<file path="config.mk">
export PLATFORM = sky130hd
export DESIGN_NAME = lcd_mux_seq
export DESIGN_NICKNAME = d
export VERILOG_FILES = /design/src/rtl/lcd_seq_pkg.sv /design/src/rtl/lcd_seq_timer.sv /design/src/rtl/lcd_com_drv.sv /design/src/rtl/lcd_seg_drv.sv /design/src/rtl/lcd_mux_seq.sv
export SDC_FILE = /design/constraint.sdc
export NUM_CORES = 1
export LEC_CHECK = 0
export CORE_AREA = 4 4 101 103
export DETAILED_ROUTE_END_ITERATION = 8
export DIE_AREA = 0 0 105 107
export HOLD_SLACK_MARGIN = 0.05
export PLACE_DENSITY = 0.88
export SYNTH_ARGS = -nofsm -noshare
export SYNTH_HDL_FRONTEND = slang
export SYNTH_SLANG_ARGS = --single-unit
</file>
<file path="constraint.sdc">
create_clock -name clk -period 2.85 [get_ports clk]
set_input_delay 0.4275 -clock clk [delete_from_list [all_inputs] [get_ports clk]]
set_output_delay 0.4275 -clock clk [all_outputs]
set_load 0.1 [all_outputs]
</file>
<file path="src/rtl/lcd_seq_pkg.sv">
package lcd_seq_pkg;

  typedef logic [1:0] lvl_t;

  localparam lvl_t LVL_GND = 2'd0;
  localparam lvl_t LVL_LO  = 2'd1;
  localparam lvl_t LVL_HI  = 2'd2;
  localparam lvl_t LVL_TOP = 2'd3;

  localparam int N_COM = 4;

  // Common level from selection, polarity and bias.
  function automatic lvl_t com_code(input logic sel, input logic pol,
                                    input logic third);
    lvl_t r;
    if (sel)        r = pol ? LVL_GND : LVL_TOP;
    else if (third) r = pol ? LVL_HI  : LVL_LO;
    else            r = LVL_LO;
    return r;
  endfunction

  // Segment level from on/off state, polarity and bias.
  function automatic lvl_t seg_code(input logic on, input logic pol,
                                    input logic third);
    lvl_t r;
    if (on)         r = pol ? LVL_TOP : LVL_GND;
    else if (third) r = pol ? LVL_LO  : LVL_HI;
    else            r = pol ? LVL_GND : LVL_TOP;
    return r;
  endfunction

  // Static port level.
  function automatic lvl_t port_code(input logic v);
    return v ? LVL_TOP : LVL_GND;
  endfunction

  // Last prescaler count of one phase.
  function automatic int step_last(input int base, input logic [1:0] rate);
    return (base << rate) - 1;
  endfunction

  // Last phase index of one frame.
  function automatic logic [1:0] phase_last(input logic quarter);
    return quarter ? 2'd3 : 2'd2;
  endfunction

endpackage

</file>
<file path="src/rtl/lcd_seq_timer.sv">
module lcd_seq_timer
  import lcd_seq_pkg::*;
#(
  parameter int BASE_DIV = 4
) (
  input  logic       clk,
  input  logic       rst_n,
  input  logic       run,
  input  logic       quarter,
  input  logic [1:0] rate,
  output logic [1:0] phase,
  output logic       pol,
  output logic       tick,
  output logic       frame_end
);

  localparam int CNT_W = $clog2(BASE_DIV * 8) + 1;

  logic [CNT_W-1:0] cnt;
  logic [CNT_W-1:0] limit;

  assign limit     = CNT_W'(step_last(BASE_DIV, rate));
  assign tick      = run && (cnt >= limit);
  assign frame_end = (phase >= phase_last(quarter));

  always_ff @(posedge clk or negedge rst_n) begin
    if (!rst_n) begin
      cnt   <= '0;
      phase <= 2'd0;
      pol   <= 1'b0;
    end else if (run) begin
      if (tick) begin
        cnt <= '0;
        if (frame_end) begin
          phase <= 2'd0;
          pol   <= ~pol;
        end else begin
          phase <= phase + 2'd1;
        end
      end else begin
        cnt <= cnt + CNT_W'(1);
      end
    end
  end

endmodule

</file>
<file path="src/rtl/lcd_com_drv.sv">
module lcd_com_drv
  import lcd_seq_pkg::*;
(
  input  logic       sleep,
  input  logic       blank,
  input  logic       quarter,
  input  logic       third,
  input  logic [1:0] phase,
  input  logic       pol,
  input  logic [3:0] xseg_bits,
  output logic [2*N_COM-1:0] com_lvl
);

  logic xseg_on;
  assign xseg_on = !blank && xseg_bits[phase];

  for (genvar i = 0; i < N_COM; i++) begin : g_com
    lvl_t lvl;
    if (i == N_COM - 1) begin : g_shared
      always_comb begin
        if (sleep)        lvl = LVL_GND;
        else if (!quarter) lvl = seg_code(xseg_on, pol, third);
        else              lvl = com_code(phase == 2'(i), pol, third);
      end
    end else begin : g_plain
      always_comb begin
        if (sleep) lvl = LVL_GND;
        else       lvl = com_code(phase == 2'(i), pol, third);
      end
    end
    assign com_lvl[2*i +: 2] = lvl;
  end

endmodule

</file>
<file path="src/rtl/lcd_seg_drv.sv">
module lcd_seg_drv
  import lcd_seq_pkg::*;
#(
  parameter int N_SEG  = 38,
  parameter int N_PORT = 4
) (
  input  logic                sleep,
  input  logic                blank,
  input  logic                third,
  input  logic [1:0]          phase,
  input  logic                pol,
  input  logic [N_PORT-1:0]   port_en,
  input  logic [N_PORT-1:0]   port_val,
  input  logic [N_SEG*4-1:0]  seg_bits,
  output logic [N_SEG*2-1:0]  seg_lvl
);

  for (genvar j = 0; j < N_SEG; j++) begin : g_seg
    logic [3:0] row;
    logic       on;
    lvl_t       lvl;
    assign row = seg_bits[j*4 +: 4];
    assign on  = !blank && row[phase];
    if (j < N_PORT) begin : g_port
      always_comb begin
        if (sleep)            lvl = LVL_GND;
        else if (port_en[j])  lvl = port_code(port_val[j]);
        else                  lvl = seg_code(on, pol, third);
      end
    end else begin : g_disp
      always_comb begin
        if (sleep) lvl = LVL_GND;
        else       lvl = seg_code(on, pol, third);
      end
    end
    assign seg_lvl[2*j +: 2] = lvl;
  end

endmodule

</file>
<file path="src/rtl/lcd_mux_seq.sv">
module lcd_mux_seq
  import lcd_seq_pkg::*;
#(
  parameter int N_SEG    = 38,
  parameter int N_PORT   = 4,
  parameter int BASE_DIV = 4
) (
  input  logic                     clk,
  input  logic                     rst_n,
  input  logic                     cfg_quarter,
  input  logic                     cfg_third_bias,
  input  logic [1:0]               cfg_rate,
  input  logic                     cfg_sleep,
  input  logic                     cfg_blank,
  input  logic [N_PORT-1:0]        cfg_port_en,
  input  logic [N_PORT-1:0]        port_val,
  input  logic [(N_SEG+1)*4-1:0]   disp_data,
  output logic [7:0]               com_lvl,
  output logic [N_SEG*2-1:0]       seg_lvl
);

  localparam int SEG_BITS = N_SEG * 4;

  logic [1:0] phase;
  logic       pol;
  logic       tick;
  logic       frame_end;

  lcd_seq_timer #(.BASE_DIV(BASE_DIV)) u_timer (
    .clk       (clk),
    .rst_n     (rst_n),
    .run       (!cfg_sleep),
    .quarter   (cfg_quarter),
    .rate      (cfg_rate),
    .phase     (phase),
    .pol       (pol),
    .tick      (tick),
    .frame_end (frame_end)
  );

  lcd_com_drv u_com (
    .sleep     (cfg_sleep),
    .blank     (cfg_blank),
    .quarter   (cfg_quarter),
    .third     (cfg_third_bias),
    .phase     (phase),
    .pol       (pol),
    .xseg_bits (disp_data[SEG_BITS +: 4]),
    .com_lvl   (com_lvl)
  );

  lcd_seg_drv #(.N_SEG(N_SEG), .N_PORT(N_PORT)) u_seg (
    .sleep    (cfg_sleep),
    .blank    (cfg_blank),
    .third    (cfg_third_bias),
    .phase    (phase),
    .pol      (pol),
    .port_en  (cfg_port_en),
    .port_val (port_val),
    .seg_bits (disp_data[SEG_BITS-1:0]),
    .seg_lvl  (seg_lvl)
  );

endmodule

</file>
==> results of run 1 <==
## layout make-up
cell class	count	area share (%)
timing repair buffer	270	51.0
multi-input combinational	250	42.4
sequential	9	3.29
tap	111	1.99
clock buffer	4	0.644
inverter	12	0.644
## power breakdown
part / switching [mW] / total, mW / internal (mW)
Sequential: 0.107 / 0.297 / 0.190
Combinational: 4.82 / 7.88 / 3.05
Clock: 0.0562 / 0.154 / 0.0980
## flip-flops by register name, indices dropped and copies added (netlist names)
| register | count |
|---|---|
| u_timer.cnt | 6 |
| u_timer.phase | 2 |
| u_timer.pol | 1 |
## metal layers
metal  global-route usage (%)  wire length [microns]
met5                        0                      0
met4                     5.53                    345
met3                     4.94                    875
met2                     47.6                   7570
met1                     26.0                   5050
## synth_stat cells, drive strengths merged
master and count:
a21oi 7, nand2 13, nand2b 36, xnor2 1, clkbuf 18, nor2b 3, mux2i 90, nand4 1
o21a 7, or2 2, a211oi 4, o21bai 1, nor3 1, mux2 5, o211ai 1, nor2 10
and3b 1, inv 12, conb 1, nand4b 1, o22ai 9, buf 14, ha 14, nand3 1
mux4 34, xor2 3, dfrtp 9, o21ai 4
## how the worst min path moves through the flow
stage	start	end	slack, ps	cells past startpoint
finish	rst_n	u_timer.cnt[0]	500	1
global route	rst_n	u_timer.cnt[1]	520	1
CTS	rst_n	u_timer.cnt[0]	510	1
detailed placement	u_timer.cnt[5]	u_timer.cnt[5]	550	2
global placement	u_timer.cnt[1]	u_timer.cnt[1]	520	2
floorplan	rst_n	u_timer.cnt[0]	130	0
## worst max-delay path: stages
cell             delay [ps]
clkdlybuf4s50_1         490
inv_1                    50
ha_1                    300
or2_2                   330
buf_12                  180
mux2i_1                 300
buf_12                  220
## what timing repair did
action | in CTS | in global routing
endpoints found under the setup margin | 0 | 5
resized for setup | 0 | 1
hold endpoints to repair | 0 | 0
## per-stage QoR
step | cells | setup TNS, ps
CTS | 656 | 0
detailed placement | 652 | 0
floorplan | 303 | -30160
finish | 656 | 0
global route | 656 | 0
global placement | 652 | 0
## cells by family after synthesis
logic type / after synthesis / share of synthesized area [%]
AO/OA/AOI/OAI: 33 / 7.74
XOR/XNOR: 4 / 1.13
adder cells (fa/ha/maj): 14 / 5.64
buffers and inverters: 44 / 7.45
flip-flops: 9 / 7.25
multiplexers: 129 / 56.2
other: 1 / 0.121
AND/OR/NAND/NOR: 69 / 14.5
==> summary.md, run 1 <==
| Metric | Value |
|---|---|
| Place WS | `112 ps` |
| Port bufs | `255` |
| FP Rows | `35` |
| Gr ovfl total | `0` |
| CTS max path bufs | `2` |
| Syn nets | `489` |
| RSZ-0062 raised after global routing | `false` |
| Post-synth top area share | `29.0%` |
| Dpl cell area | `6950 sq um` |
| Commonest non-fill, non-tap cell in the layout | `clkdlybuf4s50_1` |
| Crit Reg-Reg Endpoint | `u_timer.pol` |
| Maximum VDD drop | `0.801 mV` |
| Number of I/O pins | `256` |
| Max-cap violations | `0` |
| Die height | `107 microns` |
| Hold Vio Cnt, Final | `0` |
| Post-CTS Setup Bufs | `0` |
| Drt first-iter violations | `115` |
| Via/cell ratio | `5.34` |
| Crit path from | `cfg_third_bias` |
| CTS Sinks | `9` |
| H-tree levels | `1` |
| Sequential share of the synthesized area | `7.25%` |
| Area growth from synthesis to layout | `125%` |
| Initial cell density of the core | `33.8%` |
| Critical Path End | `seg_lvl[22]` |
| Core ar. | `9200 sq um` |
| Crit-path max FO | `34` |
| DIE AREA | `11200 sq um` |
| Mean Syn Cell Area | `10.2 sq um` |
| First-pass GRT wire length | `21600 microns` |
| Power Density | `1190 nW/um^2` |
| Reg2Reg Setup Slack | `880 ps` |
| Worst Reg-to-Reg Cells | `6` |
| WP data arrival | `2310 ps` |
| Fin crit share | `96.2%` |
| Final WL | `13800 microns` |
| Worst hold margin | `499 ps` |
| Ant diodes | `0` |
| Commonest non-fill, non-tap cells in the layout | `clkdlybuf4s50_1 (171), buf_12 (89), mux2i_1 (56)` |
| Yosys Warn Count | `0` |
| Setup crit end kind | `output pin` |
| Synth area leader | `mux2i_1` |
| Largest net degree at the start of global routing | `41` |
| Antenna-violating nets left | `0` |
| Area of the multi-input gates | `2970 sq um` |
| Leading post-synthesis cells by cell area | `mux2i_1 (29%), mux4_2 (21%), nand2b_2 (7.9%)` |
| Status | `complete, no violations` |
| Register bit total from synthesis | `9` |
| Clock root cell | `clkbuf_8` |
| GR Util All Layers | `24.0%` |
| Max Fclk | `0.365 GHz` |
| Wire per inst | `21.1 microns` |
| Crit path time final | `2740 ps` |
| Layout Skew | `3.25 ps` |
| Final setup margin | `108 ps` |
| Hold_buf cts | `0` |
| First drt pass iteration count | `4` |
| Initial antenna violation count | `0` |
| Hold Path Class | `in -> async` |
| CP required | `2420 ps` |
| Leak | `2.86 nW` |
| Post-route cell area | `6990 sq um` |
| Worst r2r src | `u_timer.phase[0]` |
| Clock slew at reported path FFs | `50 ps` |
| Post-layout nets | `732` |
| Total chip power | `8.33 mW` |
| Layout filler cell count | `585` |
| Max Slew Vio Count | `0` |
| Synthesized cell area | `3110 sq um` |
| Gpl congestion | `0.845` |
| Distinct cells, synth | `37` |
| Routed vias | `3504` |
| CTS tree | `done` |
| Vias in the first global route | `3986` |
| Crit start category | `input pin` |
| DRC errors left | `0` |
| Mapped Cells | `303` |
| Share of layout cells above drive strength 1 | `39.4%` |
| Final Util | `76.1%` |
| Num CTS Buffers | `3` |
| Hpwl dp | `11700 microns` |
| Final setup viols | `0` |
| Critical path type | `in -> out` |
| Register area | `230 sq um` |
| Latest clock arrival within the worst-skew pair | `240 ps` |
| Die X | `105 microns` |
No activity file was read; power rests on OpenSTA's default activity.
==> run 2, diff against run 1 <==
Settings changed: CORE_AREA 4 4 101 103 to 2 2 99 101, DIE_AREA 0 0 105 107 to 0 0 101 103.
==> summary.md, run 2 (same netlist as run 1, synthesis figures left out) <==
| Metric | Value |
|---|---|
| First-pass GRT wire length | `19600 microns (was 21600 microns)` |
| Latest clock arrival within the worst-skew pair | `240 ps (about the same)` |
| Crit-path max FO | `34 (unchanged)` |
| Largest regs | `u_timer.cnt (6), u_timer.phase (2), u_timer.pol (1) (unchanged)` |
| Critical path type | `in -> out (unchanged)` |
| Dpl cell area | `6940 sq um (was 6950 sq um)` |
| Crit path time final | `2740 ps (about the same)` |
| Post-layout nets | `732 (unchanged)` |
| Die X | `101 microns (was 105 microns)` |
| FP Rows | `36 (was 35)` |
| Share of layout cells above drive strength 1 | `39.4% (unchanged)` |
| Setup crit end kind | `output pin (unchanged)` |
| Post-CTS Setup Bufs | `0 (unchanged)` |
| Fin crit share | `96.0% (was 96.2%)` |
| Final WL | `13200 microns (was 13800 microns)` |
| RSZ-0062 raised after global routing | `false (unchanged)` |
| CTS tree | `done (unchanged)` |
| Area growth from synthesis to layout | `125% (about the same)` |
| Delay-heaviest family, CP | `buffers and inverters (unchanged)` |
| Clock root cell | `clkbuf_8 (unchanged)` |
| Vias in the first global route | `3876 (was 3986)` |
| CP required | `2420 ps (about the same)` |
| First drt pass iteration count | `4 (unchanged)` |
| Max Slew Vio Count | `0 (unchanged)` |
| CTS Sinks | `9 (unchanged)` |
| Drt first-iter violations | `79 (was 115)` |
| Wire per inst | `20.1 microns (was 21.1 microns)` |
| WP data arrival | `2310 ps (about the same)` |
| Largest net degree at the start of global routing | `68 (was 41)` |
| Hold Path Class | `in -> async (unchanged)` |
| Hpwl dp | `11200 microns (was 11700 microns)` |
| Commonest non-fill, non-tap cell in the layout | `clkdlybuf4s50_1 (unchanged)` |
| Number of I/O pins | `256 (unchanged)` |
| Most used cell, CP | `buf_12 (unchanged)` |
| Largest register FFs | `6 (unchanged)` |
| Worst path bufs/invs | `4 (unchanged)` |
| DIE AREA | `10400 sq um (was 11200 sq um)` |
| Clock slew at reported path FFs | `50 ps (about the same)` |
| Cell Chain, Critical Path | `clkdlybuf4s50_1 > inv_1 > ha_1 > or2_2 > buf_12 > mux2i_1 > buf_12 (unchanged)` |
| Hold Vio Cnt, Final | `0 (unchanged)` |
| Most flops, register | `u_timer.cnt (unchanged)` |
| Initial cell density of the core | `32.8% (was 33.8%)` |
| Ant diodes | `0 (unchanged)` |
| DRC errors left | `0 (unchanged)` |
| Antenna-violating nets left | `0 (unchanged)` |
| Max Fclk | `0.365 GHz (about the same)` |
| GR Util All Layers | `23.8% (was 24.0%)` |
| Hold_buf cts | `0 (unchanged)` |
| Maximum VDD drop | `0.706 mV (was 0.801 mV)` |
| Status | `complete, no violations (unchanged)` |
| Post-cts gate resize count | `0 (unchanged)` |
| Port bufs | `255 (unchanged)` |
| Worst hold margin | `498 ps (was 499 ps)` |
| Routed vias | `3528 (was 3504)` |
| Gr ovfl total | `0 (unchanged)` |
| Die height | `103 microns (was 107 microns)` |
| H-tree levels | `1 (unchanged)` |
| Gpl congestion | `0.924 (was 0.845)` |
| Total chip power | `8.32 mW (was 8.33 mW)` |
| Power Density | `1190 nW/um^2 (about the same)` |
| Post-route cell area | `6980 sq um (was 6990 sq um)` |
| Final Util | `73.8% (was 76.1%)` |
| Num CTS Buffers | `3 (unchanged)` |
| Leak | `2.86 nW (about the same)` |
| Crit start category | `input pin (unchanged)` |
| Layout Skew | `2.80 ps (was 3.25 ps)` |
| Commonest non-fill, non-tap cells in the layout | `clkdlybuf4s50_1 (171), buf_12 (88), mux2i_1 (56) (was clkdlybuf4s50_1 (171), buf_12 (89), mux2i_1 (56))` |
| Final setup viols | `0 (unchanged)` |
| Core ar. | `9460 sq um (was 9200 sq um)` |
| CP max stage delay | `490 ps (about the same)` |
| CTS max path bufs | `2 (unchanged)` |
| Initial antenna violation count | `0 (unchanged)` |
| Max-cap violations | `0 (unchanged)` |
| CP max-delay cell | `clkdlybuf4s50_1 (unchanged)` |
| Via/cell ratio | `5.35 (was 5.34)` |
==> run 2: report_power, final <==
| part | leakage [nW] | internal (mW) | total, mW | switching (mW) |
|---|---|---|---|---|
| logic | 2.72 | 3.05 | 7.88 | 4.82 |
| clock network | 0.0228 | 0.0980 | 0.155 | 0.0565 |
| registers | 0.110 | 0.186 | 0.294 | 0.108 |
| total | 2.86 | 3.34 | 8.32 | 4.99 |
==> run 2: per-layer routing <==
layer | GRT usage, % | routed length [microns] | vias up
met1 | 24.0 | 4450 | 1703
met3 | 5.49 | 1100 | 30
li1 | - | - | 1617
met4 | 7.38 | 418 | 0
met2 | 48.2 | 7280 | 178
met5 | 0 | 0 | -
==> run 2: cell type report <==
class / count / area [sq um]
repair buffers: 270 / 3560
multi-input cells: 250 / 2970
fillers: 614 / 2480
flip-flops and latches: 9 / 228
well taps: 114 / 143
clock buffers: 4 / 45.0
inverters: 12 / 45.0
==> run 2: path summary, 6_finish.rpt <==
check	slack (ps)	end	from	cells after the start
min	500	u_timer.cnt[1]	rst_n	1
min in group clk	580	u_timer.cnt[1]	u_timer.cnt[1]	2
max reg2reg	1070	u_timer.pol	u_timer.phase[0]	6
min reg2reg	580	u_timer.cnt[1]	u_timer.cnt[1]	2
max	110	seg_lvl[44]	cfg_third_bias	7
max in group asynchronous	2020	u_timer.phase[0]	rst_n	1
==> run 2: worst reg2reg max path: cells and delay by family (launching register included) <==
kind	cells	cell delay, ps
AND/OR/NAND/NOR	1	110
buffers and inverters	2	290
flip-flops	1	530
AO/OA/AOI/OAI	1	330
XOR/XNOR	1	140
adder cells (fa/ha/maj)	1	280
==> run 2: per-stage QoR <==
step / worst slack, ps / setup TNS (ps) / instances
2_1_floorplan: -827 / -30160 / 303
3_3_place_gp: 146 / 0 / 655
3_5_place_dp: 102 / 0 / 655
4_1_cts: 101 / 0 / 659
5_1_grt: 36.9 / 0 / 659
6_report: 113 / 0 / 659
==> run 3, diff against run 2 <==
Settings changed: PLACE_DENSITY 0.88 to 0.82.
==> summary.md, run 3 (same netlist as run 1, synthesis figures left out) <==
| Metric | Value |
|---|---|
| Status | `complete, no violations (unchanged)` |
| Critical path type | `in -> out (unchanged)` |
| Crit path time final | `2730 ps (was 2740 ps)` |
| Fin crit share | `95.8% (was 96.0%)` |
| Max-cap violations | `0 (unchanged)` |
| WP data arrival | `2300 ps (was 2310 ps)` |
| Largest net degree at the start of global routing | `41 (was 68)` |
| Worst r2r src | `u_timer.cnt[2] (was u_timer.phase[0])` |
| First drt pass iteration count | `4 (unchanged)` |
| GR Util All Layers | `23.6% (was 23.8%)` |
| Reg power frac | `3.4% (was 3.5%)` |
| Most used cell, CP | `buf_12 (unchanged)` |
| CTS tree | `done (unchanged)` |
| Delay-heaviest family, CP | `buffers and inverters (unchanged)` |
| Final WL | `12800 microns (was 13200 microns)` |
| Layout Skew | `7.11 ps (was 2.80 ps)` |
| Routed vias | `3451 (was 3528)` |
| Logic pwr share | `94.7% (was 94.6%)` |
| Commonest non-fill, non-tap cells in the layout | `clkdlybuf4s50_1 (171), buf_12 (90), mux2i_1 (56) (was clkdlybuf4s50_1 (171), buf_12 (88), mux2i_1 (56))` |
| CP max-delay cell | `clkdlybuf4s50_1 (unchanged)` |
| CP max stage delay | `480 ps (was 490 ps)` |
| Worst Reg-to-Reg Cells | `5 (was 6)` |
| Number of I/O pins | `256 (unchanged)` |
| Port bufs | `255 (unchanged)` |
| RSZ-0062 raised after global routing | `false (unchanged)` |
| Crit start category | `input pin (unchanged)` |
| Initial antenna violation count | `0 (unchanged)` |
| Clock root cell | `clkbuf_8 (unchanged)` |
| Switching share of power | `59.6% (was 59.9%)` |
| DIE AREA | `10400 sq um (unchanged)` |
| Gr ovfl total | `0 (unchanged)` |
| Via/cell ratio | `5.24 (was 5.35)` |
| Die X | `101 microns (unchanged)` |
| Initial cell density of the core | `32.8% (unchanged)` |
| Final setup viols | `0 (unchanged)` |
| Clock power share | `1.8% (was 1.9%)` |
| P_sw | `4.98 mW (was 4.99 mW)` |
| Largest regs | `u_timer.cnt (6), u_timer.phase (2), u_timer.pol (1) (unchanged)` |
| Most flops, register | `u_timer.cnt (unchanged)` |
| Hold Vio Cnt, Final | `0 (unchanged)` |
| Dpl cell area | `6960 sq um (was 6940 sq um)` |
| Antenna-violating nets left | `0 (unchanged)` |
| Latest clock arrival within the worst-skew pair | `240 ps (about the same)` |
| Clock slew at reported path FFs | `50 ps (about the same)` |
| Reg2Reg Setup Slack | `1100 ps (was 1070 ps)` |
| DRC errors left | `0 (unchanged)` |
| CP required | `2420 ps (about the same)` |
| Largest register FFs | `6 (unchanged)` |
| Share of layout cells above drive strength 1 | `39.4% (unchanged)` |
| H-tree levels | `1 (unchanged)` |
| Die height | `103 microns (unchanged)` |
| Worst path bufs/invs | `4 (unchanged)` |
| Max Fclk | `0.366 GHz (was 0.365 GHz)` |
| CTS Sinks | `9 (unchanged)` |
| Leak | `2.86 nW (about the same)` |
| Post-route cell area | `7010 sq um (was 6980 sq um)` |
| Post-layout nets | `732 (unchanged)` |
| Cell Chain, Critical Path | `clkdlybuf4s50_1 > inv_1 > ha_1 > or2_2 > buf_12 > mux2i_1 > buf_12 (unchanged)` |
| First-pass GRT wire length | `19400 microns (was 19600 microns)` |
| Crit-path max FO | `34 (unchanged)` |
| Area growth from synthesis to layout | `126% (was 125%)` |
| Hpwl dp | `10700 microns (was 11200 microns)` |
| FP Rows | `36 (unchanged)` |
| Levels on crit path | `7 (unchanged)` |
| Num CTS Buffers | `3 (unchanged)` |
| Core ar. | `9460 sq um (unchanged)` |
| Crit Reg-Reg Endpoint | `u_timer.phase[0] (was u_timer.pol)` |
| Hold Path Class | `in -> async (unchanged)` |
| Commonest non-fill, non-tap cell in the layout | `clkdlybuf4s50_1 (unchanged)` |
| Setup TNS | `0 ps (unchanged)` |
| Maximum VDD drop | `0.785 mV (was 0.706 mV)` |
| CTS max path bufs | `2 (unchanged)` |
| Max Slew Vio Count | `0 (unchanged)` |
| Wire per inst | `19.4 microns (was 20.1 microns)` |
| Drt first-iter violations | `70 (was 79)` |
| Setup crit end kind | `output pin (unchanged)` |
| Int Power | `3.37 mW (was 3.34 mW)` |
| Ant diodes | `0 (unchanged)` |
| Power Density | `1190 nW/um^2 (about the same)` |
| Gpl congestion | `0.881 (was 0.924)` |
| Vias in the first global route | `3641 (was 3876)` |
## run 3: cell counts in the layout (fill, tap and decap cells not counted)
Identical to the previous run, type by type.
## run 3: repair_timing
action | CTS | global route
setup buffers | 0 | 0
hold buffers | 0 | 0
gates resized for setup | 0 | 1
setup endpoints to repair | 0 | 1
## run 3: worst max-delay path by stage
stage | endpoint | startpoint | slack (ps)
6_report | seg_lvl[50] | cfg_third_bias | 120
2_1_floorplan | seg_lvl[16] | u_timer.pol | -830
3_3_place_gp | seg_lvl[50] | cfg_third_bias | 150
3_5_place_dp | seg_lvl[50] | cfg_third_bias | 110
5_1_grt | seg_lvl[50] | u_timer.pol | 50
4_1_cts | seg_lvl[48] | u_timer.phase[0] | 70
## run 3: power by group through the flow
stage	registers, mW	logic (mW)	clock network [mW]
finish	0.287	7.91	0.152
global route	0.297	8.19	0.160
CTS	0.282	7.96	0.152
detailed placement	0.284	7.95	0
global placement	0.276	7.85	0
floorplan	0.240	5.40	0
## run 3: final cells by class
type | count | area, sq um
Timing Repair Buffer | 270 | 3580
Multi-Input combinational cell | 250 | 2970
Fill cell | 637 | 2450
Sequential cell | 9 | 230
Tap cell | 114 | 143
Clock buffer | 4 | 45.0
Inverter | 12 | 45.0
## run 3: layer usage
layer / vias to the layer above / part of all wire [%] / global-route usage [%]
li1: 1620 / - / -
met1: 1645 / 37 / 27.3
met2: 162 / 52 / 44.3
met3: 24 / 8.1 / 5.29
met4: 0 / 2.4 / 5.72
met5: - / 0 / 0
## run 3: through the flow
step,hold WS [ps],power (mW),setup WS (ps),instances,util (%)
global route,530,8.64,45.2,659,74.1
global placement,519,8.13,147,655,73.6
CTS,513,8.40,69.2,659,74.1
floorplan,132,5.64,-827,303,-
finish,496,8.35,119,659,74.1
detailed placement,557,8.23,113,655,73.6
